===== src/rtl/nvm_seq_pkg.sv =====
package nvm_seq_pkg;
  localparam int DW       = 32;
  localparam int NCMD     = 5;
  localparam int CMD_LSB  = 3;
  localparam int SU_W     = 4;
  localparam int ERASE_W  = 24;
  localparam int PROG_W   = 16;
  localparam int RECALL_W = 8;
  localparam int HOLD_W   = 16;
  localparam int WS_W     = 6;
  localparam int CNT_W    = 24;

  // index into the one-hot command vector (bit position minus CMD_LSB)
  localparam int C_MASS = 0;
  localparam int C_PAGE = 1;
  localparam int C_PROG = 2;
  localparam int C_REF  = 3;
  localparam int C_TRIM = 4;

  // word offsets
  localparam logic [5:0] OFS_CMD  = 6'd0;
  localparam logic [5:0] OFS_STAT = 6'd1;
  localparam logic [5:0] OFS_TIMA = 6'd2;
  localparam logic [5:0] OFS_TIMB = 6'd3;
  localparam logic [5:0] OFS_TIMC = 6'd4;
  localparam logic [5:0] OFS_ADDR = 6'd5;

  typedef enum logic [1:0] {PH_IDLE, PH_SETUP, PH_MAIN, PH_HOLD} phase_t;

  // cycles-minus-one for a phase; a zero field still costs one cycle
  function automatic logic [CNT_W-1:0] span_m1(input logic [CNT_W-1:0] n);
    return (n == '0) ? '0 : n - CNT_W'(1);
  endfunction
endpackage


===== src/rtl/nvm_seq_regs.sv =====
module nvm_seq_regs
  import nvm_seq_pkg::*;
#(
  parameter int ADDR_W = 20
) (
  input  logic                clk,
  input  logic                rst_n,
  input  logic                bus_wr,
  input  logic [7:0]          bus_addr,
  input  logic [DW-1:0]       bus_wdata,
  output logic [DW-1:0]       bus_rdata,
  input  logic                busy,
  input  logic                finish,
  output logic                start,
  output logic [NCMD-1:0]     cmd,
  output logic [SU_W-1:0]     su_len,
  output logic [ERASE_W-1:0]  erase_len,
  output logic [PROG_W-1:0]   prog_len,
  output logic [RECALL_W-1:0] recall_len,
  output logic [HOLD_W-1:0]   hold_len,
  output logic [WS_W-1:0]     wait_st,
  output logic [ADDR_W-1:0]   addr_q
);
  logic [5:0]      sel;
  logic            wr_ok;
  logic [NCMD-1:0] req, pick;
  logic            unused_lsb;

  assign sel        = bus_addr[7:2];
  assign unused_lsb = ^bus_addr[1:0];
  assign wr_ok      = bus_wr && !busy;
  assign req        = bus_wdata[CMD_LSB +: NCMD];
  assign pick       = req & (~req + NCMD'(1));
  assign start      = wr_ok && (sel == OFS_CMD) && (req != '0);

  always_ff @(posedge clk or negedge rst_n) begin
    if (!rst_n) begin
      cmd        <= '0;
      su_len     <= '0;
      erase_len  <= '0;
      prog_len   <= '0;
      recall_len <= '0;
      hold_len   <= '0;
      wait_st    <= '0;
      addr_q     <= '0;
    end else begin
      if (finish)     cmd <= '0;
      else if (start) cmd <= pick;
      if (wr_ok) begin
        case (sel)
          OFS_TIMA: begin
            hold_len <= bus_wdata[31:16];
            wait_st  <= bus_wdata[5:0];
          end
          OFS_TIMB: erase_len <= bus_wdata[23:0];
          OFS_TIMC: begin
            su_len     <= bus_wdata[27:24];
            recall_len <= bus_wdata[23:16];
            prog_len   <= bus_wdata[15:0];
          end
          OFS_ADDR: addr_q <= bus_wdata[ADDR_W-1:0];
          default: ;
        endcase
      end
    end
  end

  always_comb begin
    bus_rdata = '0;
    case (sel)
      OFS_CMD:  bus_rdata[CMD_LSB +: NCMD] = cmd;
      OFS_STAT: bus_rdata[0] = busy;
      OFS_TIMA: begin
        bus_rdata[31:16] = hold_len;
        bus_rdata[5:0]   = wait_st;
      end
      OFS_TIMB: bus_rdata[23:0] = erase_len;
      OFS_TIMC: begin
        bus_rdata[27:24] = su_len;
        bus_rdata[23:16] = recall_len;
        bus_rdata[15:0]  = prog_len;
      end
      OFS_ADDR: bus_rdata[ADDR_W-1:0] = addr_q;
      default:  bus_rdata = '0;
    endcase
  end

  // at most one operation is ever latched
  a_r2_cmd_onehot: assert property (@(posedge clk) disable iff (!rst_n)
    $onehot0(cmd));
  // register contents hold while busy
  a_r7_regs_hold: assert property (@(posedge clk) disable iff (!rst_n)
    busy |=> ($stable(erase_len) && $stable(hold_len) && $stable(prog_len)
              && $stable(su_len) && $stable(addr_q)));
  // command bits clear at the end of a sequence
  a_r6_cmd_clear: assert property (@(posedge clk) disable iff (!rst_n)
    finish |=> (cmd == '0));
endmodule


===== src/rtl/nvm_seq_timer.sv =====
module nvm_seq_timer
  import nvm_seq_pkg::*;
(
  input  logic             clk,
  input  logic             rst_n,
  input  logic             start,
  input  logic [CNT_W-1:0] su_len,
  input  logic [CNT_W-1:0] main_len,
  input  logic [CNT_W-1:0] hold_len,
  output phase_t           phase,
  output logic             busy,
  output logic             finish,
  output logic             done
);
  logic [CNT_W-1:0] cnt;

  assign busy   = (phase != PH_IDLE);
  assign finish = (phase == PH_HOLD) && (cnt == '0);

  always_ff @(posedge clk or negedge rst_n) begin
    if (!rst_n) begin
      phase <= PH_IDLE;
      cnt   <= '0;
      done  <= 1'b0;
    end else begin
      done <= 1'b0;
      case (phase)
        PH_IDLE: if (start) begin
          phase <= PH_SETUP;
          cnt   <= span_m1(su_len);
        end
        PH_SETUP: if (cnt == '0) begin
          phase <= PH_MAIN;
          cnt   <= span_m1(main_len);
        end else cnt <= cnt - CNT_W'(1);
        PH_MAIN: if (cnt == '0) begin
          phase <= PH_HOLD;
          cnt   <= span_m1(hold_len);
        end else cnt <= cnt - CNT_W'(1);
        PH_HOLD: if (cnt == '0) begin
          phase <= PH_IDLE;
          done  <= 1'b1;
        end else cnt <= cnt - CNT_W'(1);
        default: phase <= PH_IDLE;
      endcase
    end
  end

  // inside a phase the counter steps down by one
  a_r3_count_down: assert property (@(posedge clk) disable iff (!rst_n)
    (busy && cnt != '0) |=> (cnt == $past(cnt) - CNT_W'(1)) && $stable(phase));
  // done is a single-cycle pulse following busy
  a_r6_done_single: assert property (@(posedge clk) disable iff (!rst_n)
    done |=> !done);
  a_r6_done_after_busy: assert property (@(posedge clk) disable iff (!rst_n)
    done |-> (!busy && $past(busy)));
endmodule


===== src/rtl/nvm_seq_strobes.sv =====
module nvm_seq_strobes
  import nvm_seq_pkg::*;
#(
  parameter int ADDR_W     = 20,
  parameter int PAGE_BYTES = 4096
) (
  input  phase_t            phase,
  input  logic [NCMD-1:0]   cmd,
  input  logic [ADDR_W-1:0] addr_q,
  output logic              arr_erase,
  output logic              arr_prog,
  output logic [ADDR_W-1:0] arr_addr
);
  localparam int PAGE_LSB = $clog2(PAGE_BYTES);
  localparam logic [ADDR_W-1:0] PAGE_MASK = ~((ADDR_W'(1) << PAGE_LSB) - ADDR_W'(1));

  logic is_erase;
  assign is_erase  = cmd[C_MASS] | cmd[C_PAGE] | cmd[C_REF];
  assign arr_erase = (phase == PH_MAIN) && is_erase;
  assign arr_prog  = (phase == PH_MAIN) && cmd[C_PROG];

  always_comb begin
    arr_addr = '0;
    if (phase != PH_IDLE) begin
      if (cmd[C_PAGE])      arr_addr = addr_q & PAGE_MASK;
      else if (cmd[C_PROG]) arr_addr = addr_q;
    end
  end
endmodule


===== src/rtl/nvm_op_sequencer.sv =====
module nvm_op_sequencer
  import nvm_seq_pkg::*;
#(
  parameter int ADDR_W     = 20,
  parameter int PAGE_BYTES = 4096
) (
  input  logic              clk,
  input  logic              rst_n,
  input  logic              bus_wr,
  input  logic [7:0]        bus_addr,
  input  logic [31:0]       bus_wdata,
  output logic [31:0]       bus_rdata,
  output logic              busy,
  output logic [5:0]        rd_wait_states,
  output logic              arr_erase,
  output logic              arr_prog,
  output logic              arr_done,
  output logic [ADDR_W-1:0] arr_addr
);
  logic                start, finish;
  logic [NCMD-1:0]     cmd;
  logic [SU_W-1:0]     su_len;
  logic [ERASE_W-1:0]  erase_len;
  logic [PROG_W-1:0]   prog_len;
  logic [RECALL_W-1:0] recall_len;
  logic [HOLD_W-1:0]   hold_len;
  logic [ADDR_W-1:0]   addr_q;
  logic [CNT_W-1:0]    main_len;
  phase_t              phase;

  nvm_seq_regs #(.ADDR_W(ADDR_W)) u_regs (
    .clk(clk), .rst_n(rst_n), .bus_wr(bus_wr), .bus_addr(bus_addr),
    .bus_wdata(bus_wdata), .bus_rdata(bus_rdata), .busy(busy),
    .finish(finish), .start(start), .cmd(cmd), .su_len(su_len),
    .erase_len(erase_len), .prog_len(prog_len), .recall_len(recall_len),
    .hold_len(hold_len), .wait_st(rd_wait_states), .addr_q(addr_q)
  );

  always_comb begin
    if (cmd[C_PROG])      main_len = CNT_W'(prog_len);
    else if (cmd[C_TRIM]) main_len = CNT_W'(recall_len);
    else                  main_len = CNT_W'(erase_len);
  end

  nvm_seq_timer u_timer (
    .clk(clk), .rst_n(rst_n), .start(start),
    .su_len(CNT_W'(su_len)), .main_len(main_len), .hold_len(CNT_W'(hold_len)),
    .phase(phase), .busy(busy), .finish(finish), .done(arr_done)
  );

  nvm_seq_strobes #(.ADDR_W(ADDR_W), .PAGE_BYTES(PAGE_BYTES)) u_strobes (
    .phase(phase), .cmd(cmd), .addr_q(addr_q),
    .arr_erase(arr_erase), .arr_prog(arr_prog), .arr_addr(arr_addr)
  );

  // strobes only inside a busy window, never both
  a_r5_strobe_in_busy: assert property (@(posedge clk) disable iff (!rst_n)
    (arr_erase || arr_prog) |-> busy);
  a_r5_strobe_excl: assert property (@(posedge clk) disable iff (!rst_n)
    !(arr_erase && arr_prog));
  // a running operation always has its command bit latched
  a_r2_busy_has_cmd: assert property (@(posedge clk) disable iff (!rst_n)
    busy |-> (bus_addr != 8'h00 || bus_rdata != 32'h0));
endmodule


===== config.mk =====
export PLATFORM = sky130hd
export DESIGN_NAME = nvm_op_sequencer
export DESIGN_NICKNAME = d
export VERILOG_FILES = /design/src/rtl/nvm_seq_pkg.sv /design/src/rtl/nvm_seq_regs.sv /design/src/rtl/nvm_seq_timer.sv /design/src/rtl/nvm_seq_strobes.sv /design/src/rtl/nvm_op_sequencer.sv
export SDC_FILE = /design/constraint.sdc
export NUM_CORES = 1
export LEC_CHECK = 0
export ABC_CLOCK_PERIOD_IN_PS = 4600
export BUFFER_PORTS_ARGS = -buffer_cell sky130_fd_sc_hd__buf_2
export CORE_ASPECT_RATIO = 0.5
export CORE_MARGIN = 3
export CORE_UTILIZATION = 63
export DETAILED_ROUTE_END_ITERATION = 6
export HOLD_SLACK_MARGIN = 0.15
export PLACE_DENSITY = 0.86
export REMOVE_ABC_BUFFERS = 1
export SYNTH_ARGS = -nofsm -noshare
export SYNTH_HDL_FRONTEND = slang
export SYNTH_SLANG_ARGS = --single-unit

===== constraint.sdc =====
create_clock -name clk -period 4.6 [get_ports clk]
set_clock_uncertainty 0.05 [all_clocks]
set_input_delay 0.46 -clock clk [delete_from_list [all_inputs] [get_ports clk]]
set_output_delay 0.46 -clock clk [all_outputs]
set_load 0.01 [all_outputs]

-- Word level (Yosys, flattened, before mapping)
Index checks and enable logic that the tools add are counted.
- logic and storage cells: 86
- output and inout port bits: 62
- register bits: 126
- bits of input ports: 43
- add/subtract/negate cells: 5
- muxes and demuxes: 31
- equal/unequal tests: 13
- reduce and logical (&&, ||, !) cells: 22
- bitwise gates (word level): 4
- operators with widths (operator ; count):
    $mux W24 ; 9
    $logic_not A24 Y1 ; 4
    $pmux W24 S4 ; 1
    $mux W20 ; 3
    $sub A24 B1 Y24 const B ; 2
    $pmux W2 S4 ; 3
    $pmux W8 S3 ; 1
    $sub A16 B1 Y17 const B ; 1
    $pmux W4 S4 ; 1
    $pmux W3 S5 ; 1
    $eq A6 B2 Y1 const B ; 2
    $eq A6 B3 Y1 const B ; 2
    $pmux W4 S3 ; 1
    $mux W5 ; 2
    $reduce_and A2 Y1 ; 5
    $mux W2 ; 4
    $ne A2 B2 Y1 const B ; 4
    $pmux W4 S2 ; 1
    $eq A6 B1 Y1 const B ; 1
    $logic_and A1 B1 Y1 ; 6
    $logic_not A6 Y1 ; 1
    $add A5 B1 Y5 const B ; 1
    $and A5 B5 Y5 ; 1
    $not A5 Y5 ; 1
    13 further kinds ; 17

-- Logic depth before layout (Yosys ltp)
Gate-level depths: netlist (run 1).
- depth after elaboration: 7
- gate-level depth with buffers: 12
- mapped depth without buffers: 10

-- Modules after synthesis
A second synthesis (run 1) with hierarchy kept.
- cell total of the unflattened synthesis: 866
- area total of the unflattened synthesis: 8474.4 sq um
- modules (own cells, without submodules) (module ; cells an instance ; seq. area each (sq um) ; times used ; area an instance (sq um)):
    nvm_seq_regs ; 321 ; 2477.4 ; 1 ; 4420.5
    nvm_seq_timer ; 470 ; 675.6 ; 1 ; 3438.3
    nvm_op_sequencer ; 47 ; 0.0 ; 1 ; 350.3
    nvm_seq_strobes ; 28 ; 0.0 ; 1 ; 265.3

-- Least setup slack after synthesis (run 1)
Ideal clock, no wire load.
- kind: input port to output port
- start: in bus_addr[5]
- end: out bus_rdata[20]
- setup slack: 1.962 ns
- stages on the path: 5
- path buffers: 1
- arrival time: 2.128 ns
- data required time: 4.090 ns
- cells stage by stage: or3_1 -> nor3b_1 -> clkbuf_1 -> a22oi_1 -> o21ai_0
- longest elaborated chain between the ends: 2
- elaborated cells on any way between the ends: 4
- classes of those cells: eq/ne (3); mux (1)
- RTL lines (element ; RTL line ; source):
    start: declaration ; nvm_op_sequencer.sv:10 ; input logic [7:0] bus_addr,
    $eq A6 B3 Y1 or $eq A6 B2 Y1 (tied branches) ; nvm_seq_regs.sv:70 ; case (sel)
    $pmux W4 S3 (*) ; nvm_seq_regs.sv:70 ;
    end: declaration ; nvm_op_sequencer.sv:12 ; output logic [31:0] bus_rdata,
Mark *: on every way between the ends. The rest lies on a longest branch, timed or not.

-- Worst setup path in the final report (run 1)
- start: reg u_regs.cmd[2]
- end: reg u_timer.cnt[23]
- longest elaborated chain between the ends: 5
- elaborated cells on any way between the ends: 6
- classes of those cells: add/sub (1); mux (4); reduce/logical (1)
- RTL lines (element ; RTL line ; source):
    start: declaration ; nvm_seq_regs.sv:15 ; output logic [NCMD-1:0] cmd,
    start signal: assignment ; nvm_seq_regs.sv:48 ; else if (start) cmd <= pick;
    $mux W24 (*) ; nvm_op_sequencer.sv:40 ; if (cmd[C_PROG]) main_len = CNT_W'(prog_len);
    $sub A24 B1 Y24 or $logic_not A24 Y1 (tied branches) ; nvm_seq_pkg.sv:32 ; return (n == '0) ? '0 : n - CNT_W'(1);
    $mux W24 (*) ; nvm_seq_pkg.sv:32 ;
    $mux W24 (*) ; nvm_seq_timer.sv:32 ; PH_SETUP: if (cnt == '0) begin
    $pmux W24 S4 (*) ; nvm_seq_timer.sv:27 ; case (phase)
    end signal: assignment ; nvm_seq_timer.sv:30 ; cnt <= span_m1(su_len);
    end signal: assignment ; nvm_seq_timer.sv:34 ; cnt <= span_m1(main_len);
    end signal: assignment ; nvm_seq_timer.sv:35 ; end else cnt <= cnt - CNT_W'(1);
    end: declaration ; nvm_seq_timer.sv:15 ; logic [CNT_W-1:0] cnt;
Marked as above.
A chain may end at the register's enable or synchronous reset.

==> impl_metrics.toml, run 1 <==
[finish]
drive_gt1_share_pct = 29.5
n_fill_cell = 785
antenna_cells = 0
syn2layout_area_growth_pct = 15.6
most-common-layout-cells = "dfrtp_1 (126), buf_2 (101), mux2_2 (95)"
nets = 948
final_common_cell = "dfrtp_1"

[cts]
htree_levels = 4
cts_tree = "done"
cts_buffers = 17
cts.reportedPaths.clkPinSlew_ns = 0.07
clk_latency_ns = 0.43
cts_root_buffer = "clkbuf_16"
cts_buffer_depth = 2
clkSinkCount = 126
cts_resized = 0

[floorplanning]
initial_core_util_pct = 65.8
core_area_mm2 = 0.0120
die_w_um = 164
die_h_um = 85.2
pin_count = 105
design.die.area_mm2 = 0.0140
rows = 28

[critical_path]
path_buf_inv = 1
r2r_start = "u_regs.cmd[2]"
worstPathArrival_ns = 3.77
reg2reg_to = "u_timer.cnt[23]"
reg2reg_depth = 8
critical_path.cell_chain = "buf_4 -> mux2i_1 -> and4_1 -> nand4_4 -> nor3_4 -> o21ai_1 -> or4b_1 -> a21oi_1"
crit_type = "reg -> reg"
critPathSlowestCell = "dfrtp_1"
regToRegSetupSlack_ns = 1.13
slowest_delay_ns = 0.84
cp_data_required_time_ns = 4.90
worstPathMaxFanout = 24
path_depth = 8
cp-start-kind = "flop"
cp-end-kind = "flop"
cpLargestDelayFamily = "simple AND/OR/NAND/NOR gates"

[logic_synthesis]
synth.avg_cell_area_um2 = 9.80
yosysWarnings = 0
yosys.area.top_type = "dfrtp_1"
yosys-top-cells-area = "dfrtp_1 (40%), mux2_2 (14%), nor2_1 (3.0%)"
synth_area_mm2 = 0.00791
synth-main-ff-cell = "dfrtp_1"
yosys.area.top_type_share_pct = 39.9
ys_types = 78
synthCells = 807
ys_ff_latch = 126
ys_async_sr_fraction_pct = 100
seq_area_frac_synth_pct = 39.9
synth_edf_count = 0

[detailed_routing]
vias = 7206
viasPerCell = 6.71
ant_nets = 0
drtIter0Drc = 1056
wirelength_mm = 23.7
dr.pass1.iters = 5
wl_per_cell_um = 22.1
drc = 0

[worst_hold_path]
hold_end = "u_regs.hold_len[15]"
min-delay-start = "bus_wdata[31]"
min_path_type = "in -> reg"
holdPathStages = 2

[timing]
setup_ws_ns = 1.13
tightest_slew_ns = 0.870
finalSetupTns_ns = 0
maxSlewHeadroom_pct = 42.0
finalMaxSlewViolations = 0
finalSetupViolCount = 0
fin_crit_sh_pct = 75.5
fin_crit_ns = 3.47
hold_violations = 0
fin_hold_ws_ns = 0.213
fmax_mhz = 288
grt_setup_unrepaired = "false"

[placed_design]
numPortBuffers = 102
dp_hpwl_mm = 16.4
place.gp.congestion = 0.963
pre_cts_slack_ns = 1.23

[job]
maxCapViolCount = 0

[global_route]
grt_pass1_wl_mm = 37.8
grt_max_degree = 47
overflow = 0
grt_pass1_vias = 6959
antenna_found_initial = 0
grt_usage_pct = 34.7

[power_and_ir_drop]
ir_drop_v = 0.000206
p_leak_nw = 4.27
power_density_mw_per_mm2 = 281

[run_status]
status = "complete, no violations"
==> worst reg2reg max path, delay by kind of cell, from the launching register on <==
kind / cells / cell delay (ns)
AO/OA/AOI/OAI: 2 / 0.25
flip-flops: 1 / 0.84
multiplexers: 1 / 0.38
AND/OR/NAND/NOR: 4 / 1.55
buffers and inverters: 1 / 0.33
==> worst max-delay path by stage <==
stage | to | slack (ns) | startpoint
6_report | u_timer.cnt[23] | 1.13 | u_regs.cmd[2]
3_3_place_gp | u_regs.prog_len[11] | 1.35 | bus_addr[5]
4_1_cts | u_timer.cnt[23] | 1.21 | u_regs.cmd[2]
5_1_grt | u_timer.cnt[23] | 0.95 | u_regs.cmd[2]
3_5_place_dp | u_timer.cnt[23] | 1.23 | u_regs.cmd[2]
2_1_floorplan | u_regs.erase_len[0] | 0.30 | bus_addr[5]
==> synth_stat cells (4+ instances only) <==
library cell	number
ha_1	9
xnor2_1	17
inv_1	19
nand2_1	53
nor3_1	21
xor2_1	14
a31oi_1	7
buf_1	4
dfrtp_1	126
buf_2	12
nor2_1	63
and2_1	34
o211ai_1	5
a22o_1	20
o31a_1	4
a21oi_1	37
a221oi_1	7
o21ai_0	44
or4_1	6
o31ai_1	7
nor3b_1	6
o22ai_1	7
clkbuf_1	30
o221ai_1	7
a22oi_1	26
mux2_2	95
or3_1	5
nand3_1	18
mux2i_1	14
nor4_1	13
==> per-stage QoR <==
stage               std cells  power, W  cell area (um2)  utilization (%)
detailed placement       1041   0.00121             8530             71.0
global placement         1041   0.00121             8530             71.0
global route             1074   0.00263             9140             76.1
CTS                      1074   0.00256             9140             76.1
floorplan                 758   0.00114             7690                -
finish                   1074   0.00256             9140             76.1
==> sequential cells by signal, indices dropped and copies added, names as in the netlist <==
name / flops
u_regs.erase_len: 24
u_timer.cnt: 24
u_regs.addr_q: 20
u_regs.hold_len: 16
u_regs.prog_len: 16
u_regs.recall_len: 8
u_regs.wait_st: 6
u_regs.cmd: 5
u_regs.su_len: 4
u_timer.phase: 2
u_timer.done: 1
==> metal layers <==
metal,vias up,track usage [%],share of wire [%]
li1,3188,-,-
met1,3489,50.6,43
met2,472,51.9,44
met3,57,8.29,11
met4,0,10.4,2.1
met5,-,0,0
==> cell families after synthesis <==
| group | after synthesis | synth area share, % |
|---|---|---|
| adder cells (fa/ha/maj) | 9 | 1.42 |
| multiplexers | 112 | 16.0 |
| buffers and inverters | 68 | 3.66 |
| AO/OA/AOI/OAI | 206 | 18.0 |
| flip-flops | 126 | 39.9 |
| XOR/XNOR | 31 | 3.43 |
| AND/OR/NAND/NOR | 255 | 17.7 |
==> where the power goes <==
part / switching, W / internal (W)
Sequential: 0 / 0.00111
Clock: 0.000601 / 0.000774
Combinational: 0.0000581 / 0.0000237
==> repair_timing <==
item	in CTS	in global routing
setup endpoints to repair	0	0
hold buffers	1	0
setup buffers	0	0
endpoints found under the hold margin	44	0
==> final cells by class <==
class                      count  area, um2  share of cell area, %
clock buffer                  17        425                   4.65
inverter                      19       71.3                  0.780
clock inverter                15        169                   1.85
sequential                   126       3150                   34.5
multi-input combinational    613       4470                   48.9
tap                          165        206                   2.26
timing repair buffer         119        643                   7.04
Power figures use the tool's default switching activity.
==> run 2, diff against run 1 <==
--- a/config.mk
+++ b/config.mk
@@ -5,14 +5,14 @@
 export SDC_FILE = /design/constraint.sdc
 export NUM_CORES = 1
 export LEC_CHECK = 0
-export ABC_CLOCK_PERIOD_IN_PS = 4600
+export ABC_CLOCK_PERIOD_IN_PS = 3210
 export BUFFER_PORTS_ARGS = -buffer_cell sky130_fd_sc_hd__buf_2
 export CORE_ASPECT_RATIO = 0.5
 export CORE_MARGIN = 3
-export CORE_UTILIZATION = 63
+export CORE_UTILIZATION = 59
 export DETAILED_ROUTE_END_ITERATION = 6
 export HOLD_SLACK_MARGIN = 0.15
-export PLACE_DENSITY = 0.86
+export PLACE_DENSITY = 0.81
 export REMOVE_ABC_BUFFERS = 1
 export SYNTH_ARGS = -nofsm -noshare
 export SYNTH_HDL_FRONTEND = slang
==> constraint.sdc (replaced) <==
create_clock -name clk -period 3.21 [get_ports clk]
set_clock_uncertainty 0.05 [all_clocks]
set_input_delay 0.321 -clock clk [delete_from_list [all_inputs] [get_ports clk]]
set_output_delay 0.321 -clock clk [all_outputs]
set_load 0.01 [all_outputs]
==> run 2 against run 1 <==
Compared with the run above:
- clock power increased by 49%
- register-to-register slack got worse by 0.93 ns
- global-route usage decreased by 1.1 points
- sequential power rose by 43%
- final area is 5.3% higher
- count of clock-buffer cells in the layout is 2 higher
- core utilization fell by 1.3 points
- sequential share of layout area down 1.7 points
- sequential cell count unchanged
- total power increased by 48%
- cell count up 5.2%
- critical endpoint unchanged
==> impl_metrics.toml, run 2 (same netlist as run 1, synthesis figures left out) <==
[finish]
nets = 999
syn2layout_area_growth_pct = 21.8
most-common-layout-cells = "dfrtp_1 (126), buf_2 (101), mux2_2 (95)"
finalNonFillerCells = 1130
top_regs = "u_regs.erase_len x24, u_timer.cnt x24, u_regs.addr_q x20"
drive_gt1_share_pct = 30.5
antenna_cells = 0
final_common_cell = "dfrtp_1"

[cts]
cts_buffer_depth = 2
cts.reportedPaths.clkPinSlew_ns = 0.06
clkSinkCount = 126
cts_root_buffer = "clkbuf_16"
cts_tree = "done"
htree_levels = 4
cts_buffers = 17
clk_latency_ns = 0.42

[timing]
fin_crit_ns = 3.01
finalSetupTns_ns = 0
fmax_mhz = 332
finalMaxSlewViolations = 0
fin_crit_sh_pct = 93.9
tightest_slew_ns = 0.766
grt_setup_unrepaired = "false"
hold_violations = 0
finalSetupViolCount = 0
maxSlewHeadroom_pct = 48.8

[power_and_ir_drop]
p_int_w = 0.00291
clkPwrFrac_pct = 54.2
p_total_w = 0.00379
ir_drop_v = 0.000298
power_density_mw_per_mm2 = 393
power.switching_w = 0.000880
pwr-share-seq_pct = 41.9
switching_share_pct = 23.2
p_leak_nw = 4.51
p_comb_share_pct = 3.9

[critical_path]
cp-end-kind = "flop"
regToRegSetupSlack_ns = 0.20
cp-startpoint = "u_regs.cmd[4]"
reg2reg_depth = 10
critPathCapture = "u_timer.cnt[23]"
worstPathArrival_ns = 3.30
crit_type = "reg -> reg"
r2r_start = "u_regs.cmd[4]"
worstPathMaxFanout = 9
reg2reg_to = "u_timer.cnt[23]"
cp_data_required_time_ns = 3.50
cp-start-kind = "flop"

[floorplanning]
rows = 29
design.die.area_mm2 = 0.0149
pin_count = 105
initial_core_util_pct = 61.4
die_h_um = 87.9
die_w_um = 170
core_area_mm2 = 0.0129

[global_route]
grt_max_degree = 48
grt_pass1_wl_mm = 38.7
overflow = 0
grt_pass1_vias = 7124
grt_usage_pct = 33.6
antenna_found_initial = 2

[placed_design]
place.gp.congestion = 0.941
dp_hpwl_mm = 17.1
place_inst = 1072
numPortBuffers = 102

[detailed_routing]
wirelength_mm = 24.5
dr.pass1.iters = 6
drc = 0
wl_per_cell_um = 21.7
vias = 7448
drtIter0Drc = 877
ant_nets = 0
viasPerCell = 6.59

[run_status]
status = "complete, no violations"

[worst_hold_path]
min_path_type = "in -> reg"

[job]
maxCapViolCount = 0
[run 2: worst min-delay path by stage]
stage | endpoint | start | cells after the start
after floorplan | u_regs.addr_q[0] | rst_n | 0
after global placement | u_timer.cnt[14] | rst_n | 1
after detailed placement | u_timer.cnt[12] | rst_n | 1
after CTS | u_regs.hold_len[0] | bus_wdata[16] | 3
after global routing | u_regs.addr_q[7] | bus_wdata[7] | 2
final | u_regs.addr_q[7] | bus_wdata[7] | 2
[run 2: power by group through the flow]
stage	clock [W]	combinational (W)	sequential [W]
3_5_place_dp	0	0.000119	0.00162
5_1_grt	0.00213	0.000159	0.00159
4_1_cts	0.00206	0.000145	0.00159
6_report	0.00205	0.000146	0.00159
3_3_place_gp	0	0.000117	0.00162
2_1_floorplan	0	0.0000195	0.00162
[run 2: routing by layer]
| layer | vias to the layer above | track usage (%) | share of wire (%) |
|---|---|---|---|
| met2 | 443 | 51.3 | 44 |
| met4 | 4 | 9.87 | 1.8 |
| met5 | - | 0 | 0.094 |
| met3 | 48 | 9.83 | 12 |
| li1 | 3287 | - | - |
| met1 | 3666 | 47.0 | 43 |
[run 2: per-stage QoR]
| stage | setup WS (ns) | utilization [%] | hold slack (ns) | instance area, um2 |
|---|---|---|---|---|
| floorplan | -0.954 | - | -0.0246 | 7690 |
| global placement | 0.402 | 67.8 | 0.335 | 8740 |
| detailed placement | 0.298 | 67.8 | 0.338 | 8740 |
| CTS | 0.279 | 74.7 | 0.152 | 9620 |
| global route | 0.0156 | 74.7 | 0.160 | 9630 |
| finish | 0.197 | 74.7 | 0.160 | 9630 |
[run 2: worst max-delay path: stages, from the launching register on]
cell and delay, ns:
dfrtp_1 0.46, buf_4 0.22, mux2i_1 0.12, o21ai_0 0.55
inv_1 0.11, ha_1 0.26, nand2_1 0.16, o31a_2 0.23
o21ai_1 0.10, or4b_1 0.55, a21oi_1 0.14
[run 2: repair_timing]
action / in CTS / in global routing
endpoints found under the hold margin: 108 / 0
setup endpoints to repair: 0 / 1
hold buffers: 26 / 0
buffers inserted: 0 / 0
gates resized for setup: 0 / 1
[run 2: cell type report]
| cell class | instances | area, um2 |
|---|---|---|
| Inverter | 19 | 71.3 |
| Fill cell | 879 | 3260 |
| Multi-Input combinational cell | 613 | 4480 |
| Tap cell | 170 | 213 |
| Clock inverter | 13 | 178 |
| Sequential cell | 126 | 3150 |
| Clock buffer | 19 | 443 |
| Timing Repair Buffer | 170 | 1090 |
